==> config.mk <==
export PLATFORM = sky130hd
export DESIGN_NAME = sync_timing_meas
export DESIGN_NICKNAME = d
export VERILOG_FILES = /design/src/rtl/sync_meas_pkg.sv /design/src/rtl/sync_edge_track.sv /design/src/rtl/frame_measure.sv /design/src/rtl/cal_pulse_gen.sv /design/src/rtl/sync_timing_meas.sv
export SDC_FILE = /design/constraint.sdc
export NUM_CORES = 1
export LEC_CHECK = 0
export BUFFER_PORTS_ARGS = -buffer_cell sky130_fd_sc_hd__buf_2
export CORE_ASPECT_RATIO = 0.6
export CORE_MARGIN = 4
export CORE_UTILIZATION = 50
export DETAILED_ROUTE_END_ITERATION = 8
export HOLD_SLACK_MARGIN = 0.06
export PLACE_DENSITY = 0.78
export RECOVER_POWER = 25
export SETUP_SLACK_MARGIN = 0.2
export SLEW_MARGIN = 15
export SYNTH_ARGS = -nofsm -noshare
export SYNTH_HDL_FRONTEND = slang
export SYNTH_SLANG_ARGS = --single-unit
==> constraint.sdc <==
create_clock -name clk_i -period 3.6 [get_ports clk_i]
set_clock_uncertainty 0.2 [all_clocks]
set_input_delay 0.36 -clock clk_i [delete_from_list [all_inputs] [get_ports clk_i]]
set_output_delay 0.36 -clock clk_i [all_outputs]
set_load 0.1 [all_outputs]
==> src/rtl/sync_meas_pkg.sv <==
package sync_meas_pkg;

    // Which level of a signal carries the active pulse.
    typedef enum logic {
        ACT_LOW  = 1'b0,
        ACT_HIGH = 1'b1
    } act_level_e;

endpackage

==> src/rtl/sync_edge_track.sv <==
module sync_edge_track
    import sync_meas_pkg::*;
#(
    parameter int RUN_W = 16
) (
    input  logic       clk_i,
    input  logic       rst_ni,
    input  logic       sync_i,
    input  logic       tick_i,
    output logic       lead_o,
    output logic       trail_o,
    output act_level_e act_o,
    output logic       stale_o
);
    localparam logic [RUN_W-1:0] RUN_MAX = '1;

    typedef struct packed {
        logic             lvl;
        act_level_e       act;
        logic [RUN_W-1:0] run;
        logic [RUN_W-1:0] hi_len;
    } trk_t;

    trk_t trk_d, trk_q;
    logic rise, fall;

    always_comb begin
        trk_d     = trk_q;
        rise      = sync_i & ~trk_q.lvl;
        fall      = ~sync_i & trk_q.lvl;
        trk_d.lvl = sync_i;
        if (rise || fall) begin
            trk_d.run = {{(RUN_W-1){1'b0}}, tick_i};
        end else if (tick_i && (trk_q.run != RUN_MAX)) begin
            trk_d.run = trk_q.run + 1'b1;
        end
        if (fall) begin
            trk_d.hi_len = trk_q.run;
        end
        if (rise) begin
            // Compare the finished high time with the finished low time.
            trk_d.act = (trk_q.hi_len < trk_q.run) ? ACT_HIGH : ACT_LOW;
        end
    end

    always_ff @(posedge clk_i or negedge rst_ni) begin
        if (!rst_ni) begin
            trk_q <= '{lvl: 1'b0, act: ACT_LOW, run: '0, hi_len: '0};
        end else begin
            trk_q <= trk_d;
        end
    end

    assign lead_o  = (trk_q.act == ACT_HIGH) ? rise : fall;
    assign trail_o = (trk_q.act == ACT_HIGH) ? fall : rise;
    assign act_o   = trk_q.act;
    assign stale_o = (trk_q.run == RUN_MAX);

endmodule

==> src/rtl/frame_measure.sv <==
module frame_measure
    import sync_meas_pkg::*;
#(
    parameter int CNT_W = 12
) (
    input  logic             clk_i,
    input  logic             rst_ni,
    input  logic             hs_lead_i,
    input  logic             vs_lead_i,
    input  act_level_e       hs_act_i,
    input  act_level_e       vs_act_i,
    output logic [CNT_W-1:0] h_total_o,
    output logic [CNT_W-1:0] v_total_o,
    output logic             hs_pos_o,
    output logic             vs_pos_o
);
    localparam logic [CNT_W-1:0] CNT_MAX = '1;

    typedef struct packed {
        logic [CNT_W-1:0] hcnt;
        logic [CNT_W-1:0] line_len;
        logic [CNT_W-1:0] vcnt;
        logic             armed;
        logic [CNT_W-1:0] h_total;
        logic [CNT_W-1:0] v_total;
        logic             hs_pos;
        logic             vs_pos;
    } meas_t;

    meas_t m_d, m_q;
    logic [CNT_W-1:0] done_line;

    always_comb begin
        m_d       = m_q;
        done_line = hs_lead_i ? m_q.hcnt : m_q.line_len;

        if (hs_lead_i) begin
            m_d.line_len = m_q.hcnt;
            m_d.hcnt     = {{(CNT_W-1){1'b0}}, 1'b1};
        end else if (m_q.hcnt != CNT_MAX) begin
            m_d.hcnt = m_q.hcnt + 1'b1;
        end

        if (vs_lead_i) begin
            m_d.vcnt  = {{(CNT_W-1){1'b0}}, hs_lead_i};
            m_d.armed = 1'b1;
            if (m_q.armed) begin
                m_d.h_total = done_line;
                m_d.v_total = m_q.vcnt;
                m_d.hs_pos  = (hs_act_i == ACT_HIGH);
                m_d.vs_pos  = (vs_act_i == ACT_HIGH);
            end
        end else if (hs_lead_i && (m_q.vcnt != CNT_MAX)) begin
            m_d.vcnt = m_q.vcnt + 1'b1;
        end
    end

    always_ff @(posedge clk_i or negedge rst_ni) begin
        if (!rst_ni) begin
            m_q <= '0;
        end else begin
            m_q <= m_d;
        end
    end

    assign h_total_o = m_q.h_total;
    assign v_total_o = m_q.v_total;
    assign hs_pos_o  = m_q.hs_pos;
    assign vs_pos_o  = m_q.vs_pos;

endmodule

==> src/rtl/cal_pulse_gen.sv <==
module cal_pulse_gen
    import sync_meas_pkg::*;
#(
    parameter int PULSE_W = 11
) (
    input  logic               clk_i,
    input  logic               rst_ni,
    input  logic               restart_i,
    input  logic [PULSE_W-1:0] start_i,
    input  logic [PULSE_W-1:0] len_i,
    input  act_level_e         act_i,
    output logic               pulse_o
);
    localparam int CW = PULSE_W + 1;
    localparam logic [CW-1:0] POS_MAX = '1;

    typedef struct packed {
        logic [CW-1:0] pos;
        logic          out;
    } pg_t;

    pg_t pg_d, pg_q;
    logic [CW-1:0] win_lo, win_hi;
    logic in_win;

    always_comb begin
        pg_d = pg_q;
        if (restart_i) begin
            pg_d.pos = '0;
        end else if (pg_q.pos != POS_MAX) begin
            pg_d.pos = pg_q.pos + 1'b1;
        end
        win_lo = CW'(start_i);
        win_hi = CW'(start_i) + CW'(len_i);
        in_win = (pg_d.pos >= win_lo) && (pg_d.pos < win_hi);
        pg_d.out = (act_i == ACT_HIGH) ? in_win : ~in_win;
    end

    always_ff @(posedge clk_i or negedge rst_ni) begin
        if (!rst_ni) begin
            pg_q <= '{pos: POS_MAX, out: 1'b0};
        end else begin
            pg_q <= pg_d;
        end
    end

    assign pulse_o = pg_q.out;

endmodule

==> src/rtl/sync_timing_meas.sv <==
module sync_timing_meas
    import sync_meas_pkg::*;
#(
    parameter int CNT_W     = 12,
    parameter int TIMEOUT_W = 16,
    parameter int PULSE_W   = 11
) (
    input  logic               clk_i,
    input  logic               rst_ni,
    input  logic               hsync_i,
    input  logic               vsync_i,
    input  logic [PULSE_W-1:0] clamp_start_i,
    input  logic [PULSE_W-1:0] clamp_len_i,
    input  logic               clamp_pol_i,
    input  logic [PULSE_W-1:0] gain_start_i,
    input  logic [PULSE_W-1:0] gain_len_i,
    output logic               clamp_o,
    output logic               gain_o,
    output logic [CNT_W-1:0]   h_total_o,
    output logic [CNT_W-1:0]   v_total_o,
    output logic               hs_pos_o,
    output logic               vs_pos_o,
    output logic               no_sync_o
);
    localparam int NUM_PULSES = 2;

    logic       hs_lead, hs_trail, hs_stale;
    logic       vs_lead, vs_trail, vs_stale;
    act_level_e hs_act, vs_act;

    // Horizontal sync: idle time counted in sample clocks.
    sync_edge_track #(.RUN_W(TIMEOUT_W)) u_hs_trk (
        .clk_i   (clk_i),
        .rst_ni  (rst_ni),
        .sync_i  (hsync_i),
        .tick_i  (1'b1),
        .lead_o  (hs_lead),
        .trail_o (hs_trail),
        .act_o   (hs_act),
        .stale_o (hs_stale)
    );

    // Vertical sync: level lengths and idle time counted in lines.
    sync_edge_track #(.RUN_W(TIMEOUT_W)) u_vs_trk (
        .clk_i   (clk_i),
        .rst_ni  (rst_ni),
        .sync_i  (vsync_i),
        .tick_i  (hs_lead),
        .lead_o  (vs_lead),
        .trail_o (vs_trail),
        .act_o   (vs_act),
        .stale_o (vs_stale)
    );

    frame_measure #(.CNT_W(CNT_W)) u_meas (
        .clk_i     (clk_i),
        .rst_ni    (rst_ni),
        .hs_lead_i (hs_lead),
        .vs_lead_i (vs_lead),
        .hs_act_i  (hs_act),
        .vs_act_i  (vs_act),
        .h_total_o (h_total_o),
        .v_total_o (v_total_o),
        .hs_pos_o  (hs_pos_o),
        .vs_pos_o  (vs_pos_o)
    );

    logic [NUM_PULSES-1:0][PULSE_W-1:0] p_start, p_len;
    act_level_e                         p_act [NUM_PULSES];
    logic [NUM_PULSES-1:0]              p_out;

    assign p_start  = {gain_start_i, clamp_start_i};
    assign p_len    = {gain_len_i, clamp_len_i};
    assign p_act[0] = act_level_e'(clamp_pol_i);
    assign p_act[1] = ACT_HIGH;

    for (genvar gi = 0; gi < NUM_PULSES; gi++) begin : g_pulse
        cal_pulse_gen #(.PULSE_W(PULSE_W)) u_pulse (
            .clk_i     (clk_i),
            .rst_ni    (rst_ni),
            .restart_i (hs_trail),
            .start_i   (p_start[gi]),
            .len_i     (p_len[gi]),
            .act_i     (p_act[gi]),
            .pulse_o   (p_out[gi])
        );
    end

    assign clamp_o   = p_out[0];
    assign gain_o    = p_out[1];
    assign no_sync_o = hs_stale | vs_stale;

    // The vertical trailing edge has no consumer.
    logic vs_trail_unused;
    assign vs_trail_unused = vs_trail;

endmodule

Word level (Yosys, flattened, before mapping)
Index checks and enable logic that the tools add are counted.
Widths: inputs -> output; s select.
- bits in registers: 157
- input bits: 49
- reduce and logical (&&, ||, !) cells: 11
- bitwise gates (word level): 10
- equal/unequal tests: 8
- $lt $le $gt $ge: 6
- add/sub/neg operators: 8
- mux-type cells: 19
- operator list (operator ; number):
    $mux 12 ; 9
    $mux 16 ; 4
    $add 12x1->12 const B ; 4
    $ne 12x12->1 const B ; 4
    $add 16x1->16 const B ; 2
    $eq 16x16->1 const B ; 2
    $lt 16x16->1 ; 2
    $ne 16x16->1 const B ; 2
    $add 11x11->12 ; 2
    $ge 12x11->1 ; 2
    $lt 12x12->1 ; 2
    $reduce_bool 2->1 ; 4
    $mux 1 ; 6
    $not 1->1 ; 5
    $and 1x1->1 ; 4
    $logic_and 1x1->1 ; 4
    $logic_or 1x1->1 ; 2
    $reduce_and 2->1 ; 1
    $or 1x1->1 ; 1

Longest topological paths before layout
- depth in word-level cells: 8
- depth in mapped cells: 16

Hierarchy
A second synthesis with hierarchy kept.
- cell total of the unflattened synthesis: 1004
- area, all modules: 10266.1 um^2
- by module, submodules not included (module ; sequential area each (um^2) ; area an instance (um^2) ; times used ; cells an instance):
    sync_edge_track ; 850.8 ; 2024.4 ; 2 ; 193
    frame_measure ; 1576.5 ; 2936.6 ; 1 ; 240
    cal_pulse_gen (g_pulse[0].u_pulse) ; 340.3 ; 1711.6 ; 1 ; 198
    cal_pulse_gen (g_pulse[1].u_pulse) ; 340.3 ; 1559.0 ; 1 ; 178
    sync_timing_meas ; 0.0 ; 10.0 ; 1 ; 2

Least setup slack after synthesis
OpenSTA, ideal clock, no wires.
- path type: input to register
- start point: input port clamp_start_i[0]
- end point: register g_pulse[0].u_pulse.pg_q (netlist bit g_pulse[0].u_pulse.pulse_o)
- required time: 3.306 ns
- buffers on the path: 0
- stages on the path: 15
- setup slack: 0.029 ns
- library setup time: 0.094 ns
- data arrival time: 3.277 ns
- cells stage by stage: ha_1 -> fa_1 -> a21o_1 -> a21oi_1 -> o211ai_1 -> a31o_2 -> a21oi_1 -> xor2_1 -> ha_1 -> nand4_1 -> a2111oi_0 -> a221oi_1 -> o211ai_1 -> nor2_1 -> a211oi_1
- RTL lines (item ; RTL line ; RTL):
    start: declaration ; sync_timing_meas.sv:12 ; input logic [PULSE_W-1:0] clamp_start_i,
    end signal: assignment ; cal_pulse_gen.sv:41 ; pg_q <= '{pos: POS_MAX, out: 1'b0};
    end signal: assignment ; cal_pulse_gen.sv:43 ; pg_q <= pg_d;
    end: declaration ; cal_pulse_gen.sv:22 ; pg_t pg_d, pg_q;

==> impl_summary.md <==
Routing
The mean routed wirelength per cell is 16.49 um. The number of nets with antenna violations after routing is 0. The number of violations reported at the end of detailed-routing iteration 0 is 539. The total detailed-routing wirelength is 22.25 mm. The number of iterations in the first detailed-routing pass is 4. For this block, the via count after detailed routing is 7459.

For this run, design rule violations remaining after detail routing come to 0. The via-per-instance ratio is 5.529.

Timing
Setup total negative slack on the finished layout was measured at 0 ps. The smallest clock period supported by the final layout is computed as 3486 ps. Setup violations remaining at the end of the flow were counted as 0.

The final max-slew violation count is 82. At the pin with the least slew margin, the transition time is 2008 ps. Setup repair after global routing could not meet its margin everywhere. The total count of hold-check failures in the final report came to 0. On the final layout, the worst hold slack is 274.6 ps.

Measured against its own limit, the worst slew margin works out to -33.87%. The maximum operating frequency is 286.8 MHz. In the finished design, the share of the clock period the worst path needs comes to 96.84%.

Outcome
The flow ran to the end, but the final reports show violations. The final reports fail on capacitance limit, slew limit.

Logic synthesis
The synthesized netlist occupies a cell area of 9801 um2. For this run, the leading register cell type out of synthesis is sky130_fd_sc_hd__dfrtp_1. Synthesis produced a netlist with a net count of 1127.

The synthesized netlist devotes 10.74% of its cell area to compound gates. The share of synthesized registers carrying an async set or reset is 100.0%. The top-area cell type share of the netlist area is 33.96%. The number of storage elements in the synthesis netlist is 157.

The sequential-to-total area share from yosys stat is 40.39%. After synthesis, the share of cell area in mux cells is 7.826%. The netlist uses 66 different library cells. The number of standard cells after synthesis is 970. The average instance area after synthesis is 10.10 um2. In this run, synthesis inferred 0 flip-flops with an integrated enable. The simple logic cell fraction of the synthesized area is 14.94%. The most numerous cell in the Yosys netlist is sky130_fd_sc_hd__dfrtp_1. For this run, the number of Yosys warnings is 0. Summing the areas of all fa, ha and maj instances in the mapped netlist gives 13.94% of the synthesized area. After synthesis, the largest family of logic cells by area is simple AND/OR/NAND/NOR gates. The share of the synthesized netlist area taken by xor and xnor gates is 6.511%.

After synthesis, the most frequently instantiated cells are 133 x sky130_fd_sc_hd__dfrtp_1, 106 x sky130_fd_sc_hd__ha_1, 84 x sky130_fd_sc_hd__nand2_1. Of all cell types, the one taking the most synthesized area is sky130_fd_sc_hd__dfrtp_1. In the post-synthesis netlist, the biggest area contributors are sky130_fd_sc_hd__dfrtp_1 34%, sky130_fd_sc_hd__ha_1 14%, sky130_fd_sc_hd__mux2_2 7.0%, sky130_fd_sc_hd__dfstp_2 6.4%, sky130_fd_sc_hd__xnor2_1 4.3%.

Power and ir drop
Power spread over the standard cell area amounts to 509.1 nW/um2. The switching power as a share of total power is 36.66%. Combinational logic burns 32.1% of the power.

The switching power is 2158 uW. The clock network fraction of design power is 30.4%. The maximum resistive drop on vdd is 0.0003361 V. The leakage power is 0.005607 uW. The cell-internal power is 3729 uW. Per report_power, the sequential group accounts for 37.5% of the total.

Finish
The layout overhead on the synthesized area is 17.97%. Of the cells placed in the final design, the portion with a size suffix greater than 1 is 28.16%. The number of antenna diodes in the final layout is 0. The number of fill cells in the layout is 1564.

The number of nets in the layout is 1227. Leaving out filler cells and counting taps, the final layout contains 1349. Registers take 3959 um2.

Summing all multi-input logic gate instances after layout gives 5617 um2.

Critical path
The category of the worst setup path capture point is a flop. The worst register-to-register path has a depth of 13. The critical path goes through ha_4, nand4_1, buf_4, o21ai_1, mux2i_1, nor2_2, ha_4, nand4_1, a2111oi_4, o311ai_2, o211ai_1, nor2_1, a211oi_2. The kind of critical path is flop to flop. Along the worst path, the maximum fanout reaches 5.

Broken down by cell family, the worst path's largest delay share belongs to compound AO/OA/AOI/OAI gates. For the worst setup path, the data required time is 3740 ps. The largest stage delay on the critical path is 570 ps. Together, buffers and inverters on the worst path number 1. Counting buffers and inverters, the worst setup path is 13 cells deep.

The terminus of the critical flop-to-flop path is g_pulse[0].u_pulse.pulse_o$_DFF_PN0_. The worst setup path is launched from a flop. The arrival time at the worst endpoint is 3620 ps. In this run the register-to-register setup slack is 110 ps. The slowest stage of the critical path belongs to the cell sky130_fd_sc_hd__dfstp_2. The reg-to-reg critical path startpoint is g_pulse[0].u_pulse.pg_q[2]$_DFF_PN1_.

Floorplanning
The floorplan die area is 21980 um2. The placement row count is 39. The floorplan step set the die width to 188.7 um. The starting density of the core is 51.24%. After floorplanning, the core was sized to cover 19130 um2.

The floorplan die height is 116.4 um. For this design the top-level I/O count stands at 78.

Clocking
Clock tree synthesis inserted a total of 17 buffers. The clock tree from TritonCTS is yes. At the later pin of the worst-skew pair, clock insertion delay measures 420 ps. The root buffer cell chosen for the clock tree is sky130_fd_sc_hd__clkbuf_16. The number of H-tree levels is 4. The clock drives 157 sinks. Counting along the longest clock path gives a buffer depth of 2. After clock tree synthesis, the clock-pin slew on the worst setup and hold paths is 60 ps.

Global route
Summed over all layers, the global routing overflow is 0. The first global-routing pass estimated 34.99 mm of wire. The number of global-route vias before repair came to 7119. The number of antenna violations at the first check in global routing is 0.

The pin count of the biggest net entering global routing is 82. Global routing used 19.63% of the available tracks. The layer with the highest usage is met1. Global routing consumed, on the met1 layer, 29.78% of the routing resources. The routing usage on met3 is 3.495%.

The met2 layer usage reported by global route is 28.82%.

Placed design
The count of buffers inserted at the top-level ports is 77. The cell total after placement is 1291. The HPWL after detailed placement is 15.32 mm. The weighted congestion reported at the end of routability-driven placement is 0.8468.

Hold path
The cell depth of the worst min-delay path is 2. The path with the worst hold slack has its endpoint at u_meas.m_q[45]$_DFF_PN0_. The path category of the worst min-delay check is flop to flop. The start point of the worst hold path is u_meas.m_q[45]$_DFF_PN0_.

Flow run
The tool flagged a number of max-cap violations equal to 1.
==> worst max-delay path by stage <==
stage | start | to | slack (ps)
2_1_floorplan | g_pulse[0].u_pulse.pg_q[1]$_DFF_PN1_ | g_pulse[0].u_pulse.pulse_o$_DFF_PN0_ | 210
3_3_place_gp | clamp_start_i[0] | g_pulse[0].u_pulse.pulse_o$_DFF_PN0_ | -10
3_5_place_dp | clamp_start_i[0] | g_pulse[0].u_pulse.pulse_o$_DFF_PN0_ | -170
4_1_cts | g_pulse[1].u_pulse.pg_q[2]$_DFF_PN1_ | g_pulse[1].u_pulse.pulse_o$_DFF_PN0_ | 200
5_1_grt | g_pulse[0].u_pulse.pg_q[6]$_DFF_PN1_ | g_pulse[0].u_pulse.pulse_o$_DFF_PN0_ | -90
6_report | g_pulse[0].u_pulse.pg_q[2]$_DFF_PN1_ | g_pulse[0].u_pulse.pulse_o$_DFF_PN0_ | 110
==> sequential cells by signal (all words and copies together), names as in the netlist, 2 cells and up <==
name and count:
u_meas.m_q 37, u_hs_trk.trk_q 33, u_vs_trk.trk_q 33, g_pulse.u_pulse.pg_q 24
u_meas.h_total_o 12, u_meas.v_total_o 12, g_pulse.u_pulse.pulse_o 2
==> area by class of cell <==
cell class,count,share of cell area (%)
multi-input combinational,695,48.58
inverter,76,2.467
tap,266,2.878
clock buffer,17,3.679
clock inverter,15,1.418
timing repair buffer,123,6.742
sequential,157,34.24
==> cell families (layout without fill, tap and decap cells) <==
logic type | after synthesis | after routing
simple gates | 293 | 293
flops | 157 | 157
compound gates | 152 | 152
buf+inv | 119 | 231
fa+ha+maj | 108 | 108
xor+xnor | 72 | 72
mux | 69 | 70
==> worst reg2reg max path: cells and delay by family, from the launching register on <==
family / cells / cell delay [ps]
AO/OA/AOI/OAI: 5 / 1260
adder cells (fa/ha/maj): 2 / 340
buffers and inverters: 1 / 200
flip-flops: 1 / 570
multiplexers: 1 / 160
AND/OR/NAND/NOR: 4 / 680
==> cell usage in the layout (no fill, tap or decap), types with 5 or more instances in the layout <==
master,n
sky130_fd_sc_hd__a21oi_1,24
sky130_fd_sc_hd__a31oi_1,8
sky130_fd_sc_hd__a211oi_2,6
sky130_fd_sc_hd__a21o_1,23
sky130_fd_sc_hd__clkbuf_16,17
sky130_fd_sc_hd__and2_1,27
sky130_fd_sc_hd__buf_4,36
sky130_fd_sc_hd__ha_4,6
sky130_fd_sc_hd__mux2_2,61
sky130_fd_sc_hd__dfrtp_1,133
sky130_fd_sc_hd__dfstp_2,24
sky130_fd_sc_hd__xor2_1,21
sky130_fd_sc_hd__ha_1,98
sky130_fd_sc_hd__mux2i_1,7
sky130_fd_sc_hd__nor2_1,52
sky130_fd_sc_hd__nand2b_1,10
sky130_fd_sc_hd__o21a_1,5
sky130_fd_sc_hd__nor4_1,5
sky130_fd_sc_hd__and4_1,6
sky130_fd_sc_hd__nor2_2,7
sky130_fd_sc_hd__nor3_1,15
sky130_fd_sc_hd__inv_1,76
sky130_fd_sc_hd__nand4_1,22
sky130_fd_sc_hd__nand2_1,80
sky130_fd_sc_hd__o211ai_1,6
sky130_fd_sc_hd__a21oi_2,10
sky130_fd_sc_hd__xnor2_1,48
sky130_fd_sc_hd__a211o_1,5
sky130_fd_sc_hd__nand3_1,36
sky130_fd_sc_hd__buf_2,73
sky130_fd_sc_hd__o21ai_0,20
==> stage by stage <==
step	setup WS, ps	area [um2]	power (uW)	utilization, %
2_1_floorplan	205.0	9811	3458	-
3_3_place_gp	-13.86	10440	3800	54.56
3_5_place_dp	-172.2	10440	3861	54.56
4_1_cts	202.2	11160	5721	58.34
5_1_grt	-93.89	11560	6185	60.45
6_report	113.8	11560	5886	60.45
==> power by group through the flow <==
stage / Combinational, uW / Sequential [uW] / Clock, uW
after floorplan: 1240 / 2220 / 0
after global placement: 1590 / 2210 / 0
after detailed placement: 1640 / 2220 / 0
after CTS: 1720 / 2180 / 1820
after global routing: 2050 / 2230 / 1910
final: 1890 / 2210 / 1790
==> metal layers <==
metal  part of all wire [%]  routed length (um)
met4                    1.7                 370
met5                      0                   0
met3                    4.8                1057
met1                     50               11170
met2                     43                9644
==> what timing repair did <==
| item | 4_1_cts | 5_1_grt |
|---|---|---|
| pin swaps | 8 | 42 |
| gates resized for setup | 13 | 59 |
| endpoints found under the setup margin | 2 | 2 |
| gates cloned | 0 | 1 |
| hold endpoints to repair | 60 | 0 |
| buffers inserted | 5 | 16 |
| hold buffers | 4 | 0 |
(Power assumes the default switching activity.)
